**src/rtl/irq_ctl_pkg.sv**
```systemverilog
package irq_ctl_pkg;

    localparam int unsigned REG_W    = 32;
    localparam int unsigned NUM_SRC  = 31;
    localparam int unsigned SUM_BIT  = 31;

    localparam logic [15:0] OFF_EVT_STAT  = 16'h00C0;
    localparam logic [15:0] OFF_EVT_FORCE = 16'h00C8;
    localparam logic [15:0] OFF_EN_SET    = 16'h00D0;
    localparam logic [15:0] OFF_EN_CLR    = 16'h00D8;

    // positions of the event sources that exist in this controller
    localparam logic [31:0] IMPL_DEFAULT  = 32'h0003_82D7;

    typedef enum logic [0:0] {
        BUS_IDLE = 1'b0,
        BUS_RESP = 1'b1
    } bus_state_t;

    typedef struct packed {
        logic stat_wr;
        logic stat_rd;
        logic force_wr;
        logic enset_wr;
        logic enclr_wr;
    } acc_t;

endpackage

```
**src/rtl/irq_bus_fsm.sv**
```systemverilog
module irq_bus_fsm
    import irq_ctl_pkg::*;
#(
    parameter int unsigned ADDR_W = 16
) (
    input  logic                    clk,
    input  logic                    rst_n,
    input  logic                    req,
    input  logic                    we,
    input  logic [ADDR_W-1:0]       addr,
    input  logic [REG_W-1:0]        stat_view,
    input  logic [REG_W-1:0]        en_view,
    output acc_t                    acc,
    output logic [REG_W-1:0]        rdata,
    output logic                    rvalid
);

    localparam int unsigned WA_W = ADDR_W - 2;

    logic [WA_W-1:0] word_addr;
    logic            hit_stat;
    logic            hit_force;
    logic            hit_enset;
    logic            hit_enclr;
    logic            rd_req;
    logic [REG_W-1:0] rd_mux;
    logic [REG_W-1:0] rdata_q;

    bus_state_t state_q;
    bus_state_t state_d;

    assign word_addr = addr[ADDR_W-1:2];
    assign hit_stat  = (word_addr == OFF_EVT_STAT[ADDR_W-1:2]);
    assign hit_force = (word_addr == OFF_EVT_FORCE[ADDR_W-1:2]);
    assign hit_enset = (word_addr == OFF_EN_SET[ADDR_W-1:2]);
    assign hit_enclr = (word_addr == OFF_EN_CLR[ADDR_W-1:2]);
    assign rd_req    = req & ~we;

    always_comb begin
        acc          = '0;
        acc.stat_wr  = req & we & hit_stat;
        acc.stat_rd  = rd_req & hit_stat;
        acc.force_wr = req & we & hit_force;
        acc.enset_wr = req & we & hit_enset;
        acc.enclr_wr = req & we & hit_enclr;
    end

    // write-only and unmapped offsets return zero
    always_comb begin
        rd_mux = '0;
        if (hit_stat) begin
            rd_mux = stat_view;
        end else if (hit_enset) begin
            rd_mux = en_view;
        end
    end

    // state register
    always_ff @(posedge clk) begin
        if (!rst_n) begin
            state_q <= BUS_IDLE;
        end else begin
            state_q <= state_d;
        end
    end

    // transitions
    always_comb begin
        state_d = state_q;
        unique case (state_q)
            BUS_IDLE: state_d = rd_req ? BUS_RESP : BUS_IDLE;
            BUS_RESP: state_d = rd_req ? BUS_RESP : BUS_IDLE;
            default:  state_d = BUS_IDLE;
        endcase
    end

    always_ff @(posedge clk) begin
        if (!rst_n) begin
            rdata_q <= '0;
        end else if (rd_req) begin
            rdata_q <= rd_mux;
        end
    end

    // outputs
    always_comb begin
        rvalid = 1'b0;
        rdata  = '0;
        unique case (state_q)
            BUS_IDLE: begin
                rvalid = 1'b0;
                rdata  = '0;
            end
            BUS_RESP: begin
                rvalid = 1'b1;
                rdata  = rdata_q;
            end
            default: begin
                rvalid = 1'b0;
                rdata  = '0;
            end
        endcase
    end

endmodule

```
**src/rtl/irq_cause_reg.sv**
```systemverilog
module irq_cause_reg
    import irq_ctl_pkg::*;
#(
    parameter logic [31:0] IMPL = IMPL_DEFAULT
) (
    input  logic             clk,
    input  logic             rst_n,
    input  logic [REG_W-1:0] evt,
    input  logic [REG_W-1:0] set_bits,
    input  logic [REG_W-1:0] clr_bits,
    input  logic             clr_all,
    output logic [REG_W-1:0] cause_q
);

    // the summary position never holds state
    localparam logic [31:0] IMPL_EFF = IMPL & 32'h7FFF_FFFF;

    for (genvar i = 0; i < REG_W; i++) begin : g_bit
        if (IMPL_EFF[i]) begin : g_flop
            always_ff @(posedge clk) begin
                if (!rst_n) begin
                    cause_q[i] <= 1'b0;
                end else begin
                    // new events and injections win over any clear
                    cause_q[i] <= evt[i] | set_bits[i] |
                                  (cause_q[i] & ~clr_bits[i] & ~clr_all);
                end
            end
        end else begin : g_tie
            assign cause_q[i] = 1'b0;
        end
    end

endmodule

```
**src/rtl/irq_mask_reg.sv**
```systemverilog
module irq_mask_reg
    import irq_ctl_pkg::*;
#(
    parameter logic [31:0] IMPL = IMPL_DEFAULT
) (
    input  logic             clk,
    input  logic             rst_n,
    input  logic [REG_W-1:0] set_bits,
    input  logic [REG_W-1:0] clr_bits,
    output logic [REG_W-1:0] mask_q
);

    localparam logic [31:0] IMPL_EFF = IMPL & 32'h7FFF_FFFF;

    for (genvar i = 0; i < REG_W; i++) begin : g_bit
        if (IMPL_EFF[i]) begin : g_flop
            always_ff @(posedge clk) begin
                if (!rst_n) begin
                    mask_q[i] <= 1'b0;
                end else begin
                    mask_q[i] <= set_bits[i] | (mask_q[i] & ~clr_bits[i]);
                end
            end
        end else begin : g_tie
            assign mask_q[i] = 1'b0;
        end
    end

endmodule

```
**src/rtl/irq_ctl.sv**
```systemverilog
module irq_ctl
    import irq_ctl_pkg::*;
#(
    parameter int unsigned ADDR_W     = 16,
    parameter logic [31:0] CAUSE_IMPL = IMPL_DEFAULT
) (
    input  logic              clk,
    input  logic              rst_n,
    input  logic [NUM_SRC-1:0] evt_i,
    input  logic              bus_req,
    input  logic              bus_we,
    input  logic [ADDR_W-1:0] bus_addr,
    input  logic [REG_W-1:0]  bus_wdata,
    output logic [REG_W-1:0]  bus_rdata,
    output logic              bus_rvalid,
    output logic              irq_o
);

    acc_t             acc;
    logic [REG_W-1:0] evt_full;
    logic [REG_W-1:0] cause_q;
    logic [REG_W-1:0] mask_q;
    logic [REG_W-1:0] cause_set;
    logic [REG_W-1:0] cause_clr;
    logic [REG_W-1:0] mask_set;
    logic [REG_W-1:0] mask_clr;
    logic [REG_W-1:0] stat_view;

    assign evt_full  = {1'b0, evt_i};
    assign cause_set = acc.force_wr ? bus_wdata : '0;
    assign cause_clr = acc.stat_wr  ? bus_wdata : '0;
    assign mask_set  = acc.enset_wr ? bus_wdata : '0;
    assign mask_clr  = acc.enclr_wr ? bus_wdata : '0;

    assign irq_o     = |(cause_q[NUM_SRC-1:0] & mask_q[NUM_SRC-1:0]);
    assign stat_view = {irq_o, cause_q[NUM_SRC-1:0]};

    irq_bus_fsm #(
        .ADDR_W (ADDR_W)
    ) u_bus (
        .clk       (clk),
        .rst_n     (rst_n),
        .req       (bus_req),
        .we        (bus_we),
        .addr      (bus_addr),
        .stat_view (stat_view),
        .en_view   (mask_q),
        .acc       (acc),
        .rdata     (bus_rdata),
        .rvalid    (bus_rvalid)
    );

    irq_cause_reg #(
        .IMPL (CAUSE_IMPL)
    ) u_cause (
        .clk      (clk),
        .rst_n    (rst_n),
        .evt      (evt_full),
        .set_bits (cause_set),
        .clr_bits (cause_clr),
        .clr_all  (acc.stat_rd),
        .cause_q  (cause_q)
    );

    irq_mask_reg #(
        .IMPL (CAUSE_IMPL)
    ) u_mask (
        .clk      (clk),
        .rst_n    (rst_n),
        .set_bits (mask_set),
        .clr_bits (mask_clr),
        .mask_q   (mask_q)
    );

endmodule

```
**config.mk**
```make
export PLATFORM = sky130hd
export DESIGN_NAME = irq_ctl
export DESIGN_NICKNAME = d
export VERILOG_FILES = /design/src/rtl/irq_ctl_pkg.sv /design/src/rtl/irq_bus_fsm.sv /design/src/rtl/irq_cause_reg.sv /design/src/rtl/irq_mask_reg.sv /design/src/rtl/irq_ctl.sv
export SDC_FILE = /design/constraint.sdc
export NUM_CORES = 1
export LEC_CHECK = 0
export ABC_AREA = 0
export BUFFER_PORTS_ARGS = -buffer_cell sky130_fd_sc_hd__buf_2
export CORE_MARGIN = 4
export CORE_UTILIZATION = 45
export DETAILED_ROUTE_END_ITERATION = 16
export MAX_ROUTING_LAYER = met4
export PLACE_DENSITY_LB_ADDON = 0.12
export SLEW_MARGIN = 15
export SYNTH_ARGS = -nofsm -noshare
export SYNTH_HDL_FRONTEND = slang
export SYNTH_SLANG_ARGS = --single-unit
export TNS_END_PERCENT = 20
```
**constraint.sdc**
```tcl
create_clock -name clk -period 3.15 [get_ports clk]
set_input_delay 0.63 -clock clk [delete_from_list [all_inputs] [get_ports clk]]
set_output_delay 0.63 -clock clk [all_outputs]
set_load 0.1 [all_outputs]
```
==> flow_summary.rst, run 1 <==
.. list-table::
   :header-rows: 1

   * - Metric
     - Value
   * - Setup-violating endpoint count in the final report
     - 0
   * - Yosys warning total
     - 0
   * - Layout cell share with drive strength beyond 1
     - approximately 28%
   * - Area enclosed by the die boundary
     - 5000 sq um
   * - Setup TNS
     - 0 ns
   * - # port buffers
     - 50
   * - Power Density
     - 466 nW/um^2
   * - Area added between synthesis and finish
     - 17.2%
   * - Setup crit end kind
     - flop
   * - Crit path DAT
     - about 2.6 ns
   * - Status
     - complete, no violations
   * - Post-route minimum period
     - 2.37 ns
   * - Critical path class
     - in2reg
   * - Number of distinct library cells after synthesis
     - 29
   * - Hold Path Sink
     - u_bus.rdata_q[16]
   * - Sequential share of the synthesized area
     - ~36%
   * - Req. time, crit path
     - about 3.4 ns
   * - Height of the chip
     - between 70 and 80 um
   * - Final critical-path setup slack
     - between 0.7 and 0.8 ns
   * - Clock-pin slew on the worst setup and hold paths
     - approximately 0.060 ns
   * - Global-route wire length before repair
     - 6070 um
   * - Total detailed-routing wirelength
     - 3910 um
   * - Instance count of the mapped netlist
     - 200
   * - Number of antenna cells inserted
     - 0
   * - Critical path startpoint category
     - input port
   * - Max-cap viol count
     - 0
   * - Critical R2R Launch
     - u_cause.cause_q[7]
   * - Maximum number of buffers from clock root to sink
     - 2
   * - RSZ-0062 raised after global routing
     - false
   * - Number of hold-repair buffers added at the cts stage
     - 0
   * - Detailed-route wire length per cell
     - approximately 13 um
   * - Launch instance of the worst min-delay path
     - u_bus.rdata_q[16]
   * - Post-cts sizing count
     - 0
   * - Area occupied by multi-input gates
     - ~1000 sq um
   * - Hold/Removal Path Class
     - reg2reg
   * - Lkg Pwr
     - about 1.0 nW
   * - Fmax
     - roughly 420 MHz
   * - # Post-CTS Setup Buffers
     - 0
   * - HPWL after detailed placement
     - between 2000 and 3000 um
   * - Switching share of power
     - around 32%
   * - Clock tree from TritonCTS
     - yes
   * - Layout fillers
     - about 370
   * - Detailed-route vias per instance
     - 5.10
   * - Share of power burned in registers
     - between 40% and 50%
   * - Post-Place Cell Area
     - just under 2000 sq um
   * - Period Utilization, post-route
     - between 70% and 80%
   * - Clock tree skew after final layout
     - between 0.002 and 0.003 ns
   * - Peak ir drop on the vdd network
     - roughly 0.27 mV
   * - Floorplan Core Area
     - about 3700 sq um
   * - Hold violation count in the final report
     - 0
   * - Finished Cell Area
     - around 2100 sq um
   * - Critical path startpoint
     - bus_addr[12]
   * - Vias in the first global route
     - approximately 1.3k
   * - Sequential cell area in the final layout
     - about 640 sq um
   * - R2R setup slack
     - between 1.5 and 2 ns
   * - DRC viols
     - 0
   * - Part of the total power dissipated in combinational logic
     - about a fifth
   * - Internal Dissipation
     - between 0.6 and 0.7 mW
   * - Die boundary width
     - 70.7 um
   * - NumNets Final
     - 331
   * - CTS sink cnt
     - 32
   * - Fraction of power consumed by the clock network
     - between 30% and 40%
   * - Vias after detailed routing
     - approximately 1.5k
   * - Minimum setup slack after placement
     - ~0.47 ns
   * - DRT antenna net count
     - 0
   * - Slew at the pin closest to its max-slew limit
     - between 0.5 and 0.6 ns
   * - Total of flip-flops plus latches after synthesis
     - 32
   * - Max Transition Viols Final
     - 0
   * - Row count
     - 22
   * - Initial drt markers
     - 99
   * - Global placement routability congestion
     - 0.702
   * - Worst reg-to-reg path cell count
     - 4
   * - TritonCTS buffer count
     - 5
   * - Critical path peak fanout
     - 10
   * - GRT Util Overall
     - about 16%
   * - Worst hold path cell count
     - 2
   * - Average instance area after synthesis
     - 8.86 sq um
   * - Headroom to the max-slew limit
     - 66.0%
   * - Switching Power
     - a little over 0.3 mW
   * - Clock root buffer
     - clkbuf_8
   * - Pin count of the biggest net entering global routing
     - 33
   * - Endpoint of the most critical register-to-register path
     - u_bus.rdata_q[31]
   * - Number of H-tree levels
     - 2
   * - Skew-Pair Late Insertion Delay
     - about 0.29 ns
   * - Number of search-and-repair iterations in the first detailed-routing pass
     - 4
   * - Number of antenna violations at the first check in global routing
     - 0
   * - Count of boundary I/O pins
     - approximately 120
   * - Syn Std Cell Area
     - between 1500 and 2000 sq um
   * - Initial standard-cell utilization of the core
     - between 40% and 50%
   * - Final global-route overflow total
     - 0
==> layout by cell type (no fill, tap or decap), types with 7 or more instances in the layout <==
cell       synthesis  final
nand2b_1          11     11
a221o_1           10     10
nand2_1           20     20
buf_2              1     50
and2_1            11     11
clkbuf_8           0      7
a21oi_1           20     20
dfxtp_1           32     32
a2bb2oi_1         10     10
nor2_1            11     11
mux2i_1           10     10
conb_1             1     21
a21o_1            10     10
==> power by group through the flow <==
stage               registers, mW  clock network, mW  logic (mW)
floorplan                   0.437                  0       0.182
global placement            0.436                  0       0.201
detailed placement          0.437                  0       0.201
CTS                         0.427              0.345       0.202
global route                0.429              0.359       0.214
finish                      0.427              0.339       0.202
==> critical path, cell delays in order <==
cell and delay [ns]:
buf_2 0.09, or4bb_1 0.58, or4_4 0.59, nor3b_4 0.47, a221o_1 0.23
==> registers in the layout, summed over array words and instances, names as in the netlist <==
name,count
u_bus.rdata_q,11
u_bus.state_q,1
u_cause.cause_q,10
u_mask.mask_q,10
==> through the flow <==
stage                     hold WS [ns]  cells  utilization [%]  power [mW]
after global placement           0.459    289             52.9       0.637
after floorplan                  0.447    220                -       0.619
after CTS                        0.488    296             55.4       0.974
final                            0.481    296             55.4       0.968
after global routing             0.513    296             55.4        1.00
after detailed placement         0.473    289             52.9       0.638
==> worst max-delay path by stage <==
stage                              end  cells after the start
detailed placement  u_cause.cause_q[6]                      5
global route        u_cause.cause_q[6]                      5
CTS                 u_cause.cause_q[6]                      5
finish              u_cause.cause_q[6]                      5
global placement    u_cause.cause_q[6]                      5
floorplan                 bus_rdata[0]                      2
==> metal layers <==
metal	vias up	routed length [um]	GRT usage (%)
li1	770	-	-
met1	677	1700	20.0
met2	55	1780	23.8
met3	9	361	4.12
met4	0	70	6.89
met5	-	0	-
==> logic make-up after synthesis <==
| logic type | share of synthesized area, % |
|---|---|
| and+or+nand+nor | 23.2 |
| buffers and inverters | 11.5 |
| other | 0.212 |
| muxes | 5.65 |
| DFF | 36.2 |
| AOI/OAI and AO/OA | 23.3 |
==> layout make-up <==
cell class | count | share of cell area [%]
Multi-Input combinational cell | 155 | 48.3
Sequential cell | 32 | 30.9
Timing Repair Buffer | 53 | 13.1
Clock buffer | 7 | 4.64
Tap cell | 48 | 2.89
Inverter | 1 | 0.181
==> synthesized netlist by cell type <==
| cell type | number | area, sq um |
|---|---|---|
| dfxtp_1 | 32 | 641 |
| buf_4 | 21 | 158 |
| a21oi_1 | 20 | 100 |
| nand2_1 | 20 | 75.1 |
| and2_1 | 11 | 68.8 |
| nand2b_1 | 11 | 68.8 |
| nor2_1 | 11 | 41.3 |
| a21o_1 | 10 | 75.1 |
| a221o_1 | 10 | 100 |
| a2bb2oi_1 | 10 | 87.6 |
| mux2i_1 | 10 | 100 |
| clkbuf_1 | 9 | 33.8 |
| a22oi_1 | 3 | 22.5 |
| or4_4 | 3 | 33.8 |
| nand4_1 | 2 | 12.5 |
| nor3b_4 | 2 | 37.5 |
| nor4_2 | 2 | 25.0 |
| or3b_2 | 2 | 17.5 |
| a221oi_1 | 1 | 8.76 |
| a22o_1 | 1 | 8.76 |
| a32o_1 | 1 | 10.0 |
| buf_1 | 1 | 3.75 |
| buf_2 | 1 | 5.00 |
| conb_1 | 1 | 3.75 |
| inv_1 | 1 | 3.75 |
| nand3_1 | 1 | 5.00 |
| nor3_1 | 1 | 5.00 |
| or4_2 | 1 | 8.76 |
| or4bb_1 | 1 | 11.3 |
(Power assumes the default switching activity.)
==> run 2, diff against run 1 <==
- CORE_UTILIZATION: 45 -> 38
- clock period: 3.15 -> 1.95 ns (I/O delays scaled with it)
==> flow_summary.rst, run 2 (synthesis results as in run 1) <==
.. list-table::
   :header-rows: 1

   * - Metric
     - Value
   * - Status
     - complete, no violations
   * - Count of boundary I/O pins
     - 117 (unchanged)
   * - Critical path startpoint
     - bus_addr[9]
   * - Maximum number of buffers from clock root to sink
     - 2 (unchanged)
   * - Global-route wire length before repair
     - 6700 um (+10%)
   * - Pin count of the biggest net entering global routing
     - 33 (unchanged)
   * - Crit path DAT
     - 2.16 ns (-0.43 ns)
   * - Global placement routability congestion
     - 0.698 (-0.58%)
   * - Setup crit end kind
     - flop
   * - Most frequent standard cell in the layout excluding fill and tap cells
     - buf_2
   * - Detailed-route vias per instance
     - 4.92 (-3.6%)
   * - Post-layout utilization of the core
     - 50.3% (-5.2 points)
   * - Lkg Pwr
     - 1.12 nW (+8.4%)
   * - Hold/Removal Path Class
     - in2reg
   * - Final std cells w/o fill
     - 313 (+5.7%)
   * - Die boundary width
     - 76.3 um (+7.8%)
   * - Critical path peak fanout
     - 4 (-6)
   * - Final Hold Slack
     - 0.321 ns (-0.161 ns)
   * - Critical R2R Launch
     - u_cause.cause_q[7]
   * - Largest registers
     - u_bus.rdata_q: 11 flops, u_cause.cause_q: 10 flops, u_mask.mask_q: 10 flops
   * - Endpoint of the most critical register-to-register path
     - u_bus.rdata_q[31]
   * - Final global-route overflow total
     - 0 (unchanged)
   * - Number of hold-repair buffers added at the cts stage
     - 0 (unchanged)
   * - Number of H-tree levels
     - 2 (unchanged)
   * - Internal Dissipation
     - 1.21 mW (+83%)
   * - TritonCTS buffer count
     - 5 (unchanged)
   * - Peak ir drop on the vdd network
     - 0.377 mV (+42%)
   * - Layout fillers
     - 437 (+17%)
   * - Switching Power
     - 0.513 mW (+66%)
   * - Highest-count cells in the layout ignoring fill and taps
     - 49 x buf_2, 31 x dfxtp_1, 21 x conb_1
   * - Critical path class
     - in2reg
   * - Met2 track demand over resource in global routing
     - 22.8% (-0.94 points)
   * - Fraction of power consumed by the clock network
     - 40.2% (+5.2 points)
   * - Post-route minimum period
     - between 1.5 and 2 ns
   * - Max FFs per register
     - 11 (unchanged)
   * - Hold violation count in the final report
     - 0 (unchanged)
   * - Sequential cell area in the final layout
     - 642 sq um (+0.20%)
   * - Share of power burned in registers
     - 40.3% (-3.9 points)
   * - DRC viols
     - 0 (unchanged)
   * - R2R setup slack
     - 0.65 ns (-1.16 ns)
   * - Final critical-path setup slack
     - 0.0229 ns (-0.760 ns)
   * - Part of the total power dissipated in combinational logic
     - 19.5% (-1.3 points)
   * - Fmax
     - 519 MHz
   * - Max-cap viol count
     - 0 (unchanged)
   * - GRT Util Overall
     - 15.0% (-0.86 points)
   * - Area added between synthesis and finish
     - 26.1%
   * - Detailed-route wire length per cell
     - 13.4 um (+1.4%)
   * - Initial standard-cell utilization of the core
     - 39.9% (-7.5 points)
   * - Area occupied by multi-input gates
     - 1020 sq um (+2.1%)
   * - Minimum setup slack after placement
     - -0.299 ns (-0.765 ns)
   * - CTS sink cnt
     - 32 (unchanged)
   * - Skew-Pair Late Insertion Delay
     - 0.29 ns (about the same)
   * - DRT antenna net count
     - 0 (unchanged)
   * - Number of antenna violations at the first check in global routing
     - 0 (unchanged)
   * - Number of cells in the design after placement
     - 305 (+5.5%)
   * - Clock-pin slew on the worst setup and hold paths
     - 0.07 ns (about the same)
   * - Height of the chip
     - 76.3 um (+7.8%)
   * - Most flop-heavy register
     - u_bus.rdata_q
   * - HPWL after detailed placement
     - 3210 um (+12%)
   * - Routing usage on met1
     - 18.4% (-1.6 points)
   * - Switching share of power
     - 29.8% (-2.2 points)
   * - Number of search-and-repair iterations in the first detailed-routing pass
     - 4 (unchanged)
   * - Layout cell share with drive strength beyond 1
     - 36.4% (+8.2 points)
   * - Power Density
     - 770 nW/um^2 (+65%)
   * - Initial drt markers
     - 73 (-26%)
   * - NumNets Final
     - 343 (+3.6%)
   * - Row count
     - 24 (+9.1%)
   * - # port buffers
     - 50 (unchanged)
   * - Vias after detailed routing
     - 1,541 (+2.0%)
   * - Clock root buffer
     - clkbuf_8
   * - Floorplan Core Area
     - 4440 sq um (+19%)
   * - Vias in the first global route
     - 1,339 (+2.4%)
   * - Clock tree skew after final layout
     - 0.00373 ns (+0.00110 ns)
   * - Max Transition Viols Final
     - 0 (unchanged)
   * - GR met3 Demand/Resource
     - 5.32% (+1.2 points)
   * - Req. time, crit path
     - 2.18 ns (-1.20 ns)
   * - Worst reg-to-reg path cell count
     - 4 (unchanged)
   * - Clock tree from TritonCTS
     - yes
   * - Area enclosed by the die boundary
     - 5820 sq um (+16%)
   * - Total detailed-routing wirelength
     - 4190 um (+7.2%)
   * - RSZ-0062 raised after global routing
     - true
   * - Critical path startpoint category
     - input port
   * - Termination of the worst setup path
     - u_cause.cause_q[9]
   * - GRT busiest layer
     - met2
   * - Number of antenna cells inserted
     - 0 (unchanged)
   * - Setup-violating endpoint count in the final report
     - 0 (unchanged)
   * - Period Utilization, post-route
     - 98.8%
## run 2: cell count changes in the layout (fill, tap and decap cells not counted), sizes merged
cell | before | now
bufinv | 0 | 1
buf | 53 | 65
## run 2: repair_timing
action	in CTS	in global routing
gates resized for setup	1	3
endpoints found under the setup margin	1	12
buffers inserted	0	0
hold endpoints to repair	0	0
## run 2: worst min-delay path by stage
stage,start,to,slack (ns),cells after the start
after floorplan,u_bus.rdata_q[0],u_bus.rdata_q[0],0.45,2
after global placement,u_bus.rdata_q[7],u_bus.rdata_q[7],0.46,2
after detailed placement,u_bus.rdata_q[17],u_bus.rdata_q[17],0.48,2
after CTS,evt_i[17],u_cause.cause_q[17],0.31,2
after global routing,evt_i[17],u_cause.cause_q[17],0.32,2
final,evt_i[1],u_cause.cause_q[1],0.32,2
## run 2: critical path, cell delays in order
cell     delay, ns
buf_2         0.10
or4_4         0.54
or4_4         0.59
nor3b_4       0.23
buf_4         0.18
a221o_1       0.13
## run 2: layout make-up
type	instances	area share [%]
sequential	32	28.7
tap	52	2.91
inverter	1	0.168
clock buffer	7	4.31
multi-input combinational	155	45.8
clock inverter	1	1.34
timing repair buffer	65	16.7
## run 2: per-layer routing
| metal | vias up | part of all wire (%) |
|---|---|---|
| met4 | 0 | 1.3 |
| li1 | 796 | - |
| met1 | 684 | 44 |
| met3 | 4 | 8.0 |
| met2 | 57 | 47 |
| met5 | - | 0 |
## run 2: through the flow
stage          power, mW  cell area [sq um]  setup TNS (ns)
2_1_floorplan       1.00               1870           -4.76
3_3_place_gp        1.04               2090           -7.70
3_5_place_dp        1.04               2090           -7.41
4_1_cts             1.74               2220               0
5_1_grt             1.79               2230         -0.0252
6_report            1.72               2230               0
## run 2: power by group through the flow
stage	Sequential, mW	Clock, mW	Combinational [mW]
final	0.692	0.692	0.335
after global routing	0.695	0.737	0.355
after CTS	0.692	0.715	0.335
after detailed placement	0.707	0	0.335
after global placement	0.706	0	0.333
after floorplan	0.706	0	0.294
==> run 3, diff against run 2 <==
- CORE_ASPECT_RATIO: default -> 1.2
- CORE_UTILIZATION: 38 -> 42
- clock period: 1.95 -> 2.2 ns (I/O delays scaled with it)
==> flow_summary.rst, run 3 (synthesis results as in run 1) <==
.. list-table::
   :header-rows: 1

   * - Metric
     - Value
   * - Critical path startpoint
     - bus_addr[12]
   * - Critical path class
     - in2reg
   * - Floorplan Core Area
     - 4000 sq um (-9.9%)
   * - Vias after detailed routing
     - 1,518 (-1.5%)
   * - Detailed-route wire length per cell
     - 12.9 um (-3.5%)
   * - Part of the total power dissipated in combinational logic
     - 21.8% (+2.3 points)
   * - Max Transition Viols Final
     - 0 (unchanged)
   * - DRC viols
     - 0 (unchanged)
   * - Row count
     - 25 (+4.2%)
   * - Height of the chip
     - 79.1 um (+3.8%)
   * - Number of antenna cells inserted
     - 0 (unchanged)
   * - Switching Power
     - 0.438 mW (-15%)
   * - Req. time, crit path
     - 2.42 ns (+0.24 ns)
   * - Number of logic stages on the critical path including buffering
     - 5 (-1)
   * - Fraction of power consumed by the clock network
     - 33.3% (-6.9 points)
   * - Hold/Removal Path Class
     - in2reg
   * - Clock tree from TritonCTS
     - yes
   * - Total buffers and inverters traversed by the critical path
     - 1 (-1)
   * - Share of power burned in registers
     - 44.9% (+4.6 points)
   * - Vias in the first global route
     - 1,418 (+5.9%)
   * - Most frequent standard cell in the layout excluding fill and tap cells
     - buf_2
   * - Number of H-tree levels
     - 2 (unchanged)
   * - Initial drt markers
     - 47 (-36%)
   * - Max FFs per register
     - 11 (unchanged)
   * - Critical R2R Launch
     - u_cause.cause_q[7]
   * - # port buffers
     - 50 (unchanged)
   * - Highest-count cells in the layout ignoring fill and taps
     - 50 x buf_2, 32 x dfxtp_1, 21 x conb_1
   * - Period Utilization, post-route
     - a little over 90%
   * - R2R setup slack
     - 0.89 ns (+0.24 ns)
   * - Finished Cell Area
     - 2160 sq um (-3.2%)
   * - Max-cap viol count
     - 0 (unchanged)
   * - Maximum number of buffers from clock root to sink
     - 2 (unchanged)
   * - Initial standard-cell utilization of the core
     - 44.2% (+4.4 points)
   * - Fmax
     - just under 500 MHz
   * - Lkg Pwr
     - 1.09 nW (-3.2%)
   * - Slowest library cell on the worst path
     - or4_2
   * - Hold violation count in the final report
     - 0 (unchanged)
   * - Number of antenna violations at the first check in global routing
     - 0 (unchanged)
   * - Number of hold-repair buffers added at the cts stage
     - 0 (unchanged)
   * - # Post-CTS Setup Buffers
     - 0 (unchanged)
   * - RSZ-0062 raised after global routing
     - false
   * - Layout cell share with drive strength beyond 1
     - 31.5% (-4.9 points)
   * - Switching share of power
     - 32.1% (+2.3 points)
   * - Post-layout utilization of the core
     - 54.0% (+3.7 points)
   * - Cell Chain, Critical Path
     - buf_2 > or4bb_1 > or4_2 > nor3_1 > a32o_1
   * - Termination of the worst setup path
     - u_bus.rdata_q[31]
   * - CP top delay family
     - simple AND/OR/NAND/NOR gates
   * - Clock tree skew after final layout
     - 0.00193 ns (-0.00181 ns)
   * - NumNets Final
     - 342 (-0.29%)
   * - Internal Dissipation
     - 0.924 mW (-23%)
   * - Post-cts sizing count
     - 0 (-1)
   * - Skew-Pair Late Insertion Delay
     - 0.28 ns (about the same)
   * - Die boundary width
     - 67.3 um (-12%)
   * - Status
     - complete, no violations
   * - Final global-route overflow total
     - 0 (unchanged)
   * - Global placement routability congestion
     - 0.752 (+7.8%)
   * - Critical path startpoint category
     - input port
   * - Sequential cell area in the final layout
     - 641 sq um (-0.20%)
   * - Power Density
     - 630 nW/um^2 (-18%)
   * - Number of search-and-repair iterations in the first detailed-routing pass
     - 4 (unchanged)
   * - Most flop-heavy register
     - u_bus.rdata_q
   * - Endpoint of the most critical register-to-register path
     - u_bus.rdata_q[31]
   * - Layout fillers
     - 416 (-4.8%)
   * - Area enclosed by the die boundary
     - 5330 sq um (-8.5%)
   * - Post-route minimum period
     - ~2.0 ns
   * - Final Hold Slack
     - 0.380 ns (+0.0595 ns)
   * - Total detailed-routing wirelength
     - 4060 um (-3.2%)
   * - Crit path DAT
     - 2.26 ns (+0.10 ns)
   * - Longest individual stage delay on the worst path
     - 0.84 ns (+0.25 ns)
   * - Critical path peak fanout
     - 11 (+7)
   * - Count of boundary I/O pins
     - 117 (unchanged)
   * - Peak ir drop on the vdd network
     - 0.396 mV (+5.1%)
   * - DRT antenna net count
     - 0 (unchanged)
   * - Clock-pin slew on the worst setup and hold paths
     - 0.06 ns (about the same)
   * - Post-Place Cell Area
     - 2070 sq um (-1.1%)
   * - Setup crit end kind
     - flop
   * - Detailed-route vias per instance
     - 4.83 (-1.8%)
   * - Worst reg-to-reg path cell count
     - 4 (unchanged)
   * - Setup-violating endpoint count in the final report
     - 0 (unchanged)
   * - CTS sink cnt
     - 32 (unchanged)
   * - TritonCTS buffer count
     - 5 (unchanged)
   * - HPWL after detailed placement
     - 3150 um (-1.9%)
   * - GRT Util Overall
     - 16.5% (+1.6 points)
   * - Clock root buffer
     - clkbuf_8
   * - Global-route wire length before repair
     - 6580 um (-1.7%)
   * - Area added between synthesis and finish
     - 22.0%
   * - Area occupied by multi-input gates
     - 1000 sq um (-1.8%)
   * - Pin count of the biggest net entering global routing
     - 33 (unchanged)
   * - Largest registers
     - u_bus.rdata_q: 11 flops, u_cause.cause_q: 10 flops, u_mask.mask_q: 10 flops
[run 3: cell types whose count changed in the layout (fill, tap and decap cells not counted), moves of 2 or more]
cell      change
buf_6         -2
and2_2        -8
and2_1        +8
clkbuf_1      +2
[run 3: power by group through the flow]
stage                     registers (mW)  clock network, mW  logic [mW]
after floorplan                    0.625                  0       0.261
after global placement             0.625                  0       0.295
after detailed placement           0.625                  0       0.297
after CTS                          0.612              0.467       0.297
after global routing               0.614              0.500       0.315
final                              0.612              0.453       0.297
[run 3: final cells by class]
type	instances	share of cell area, %
multi-input combinational	155	46.5
sequential	32	29.6
timing repair buffer	64	16.4
clock buffer	8	4.17
tap	54	3.13
inverter	1	0.174
[run 3: metal layers]
metal / wire (um) / vias up / GRT usage (%)
met1: 1740 / 686 / 19.8
met2: 2110 / 29 / 27.0
met3: 162 / 6 / 4.67
met4: 46 / 0 / 4.26
li1: - / 797 / -
met5: 0 / - / -
[run 3: how the worst min path moves through the flow]
| stage | slack, ns | startpoint | end | cells past startpoint |
|---|---|---|---|---|
| finish | 0.38 | evt_i[17] | u_cause.cause_q[17] | 2 |
| global route | 0.37 | evt_i[16] | u_cause.cause_q[16] | 2 |
| CTS | 0.37 | evt_i[2] | u_cause.cause_q[2] | 2 |
| detailed placement | 0.47 | u_bus.rdata_q[15] | u_bus.rdata_q[15] | 2 |
| global placement | 0.46 | u_bus.rdata_q[0] | u_bus.rdata_q[0] | 2 |
| floorplan | 0.45 | u_bus.rdata_q[0] | u_bus.rdata_q[0] | 2 |
[run 3: stage by stage]
stage	TNS (ns)	power (mW)	cells	worst slack, ns
final	0	1.36	314	0.166
after global routing	0	1.43	314	0.0975
after global placement	-1.31	0.921	306	-0.102
after floorplan	-2.00	0.886	220	-0.223
after CTS	0	1.38	314	0.129
after detailed placement	-1.55	0.922	306	-0.122
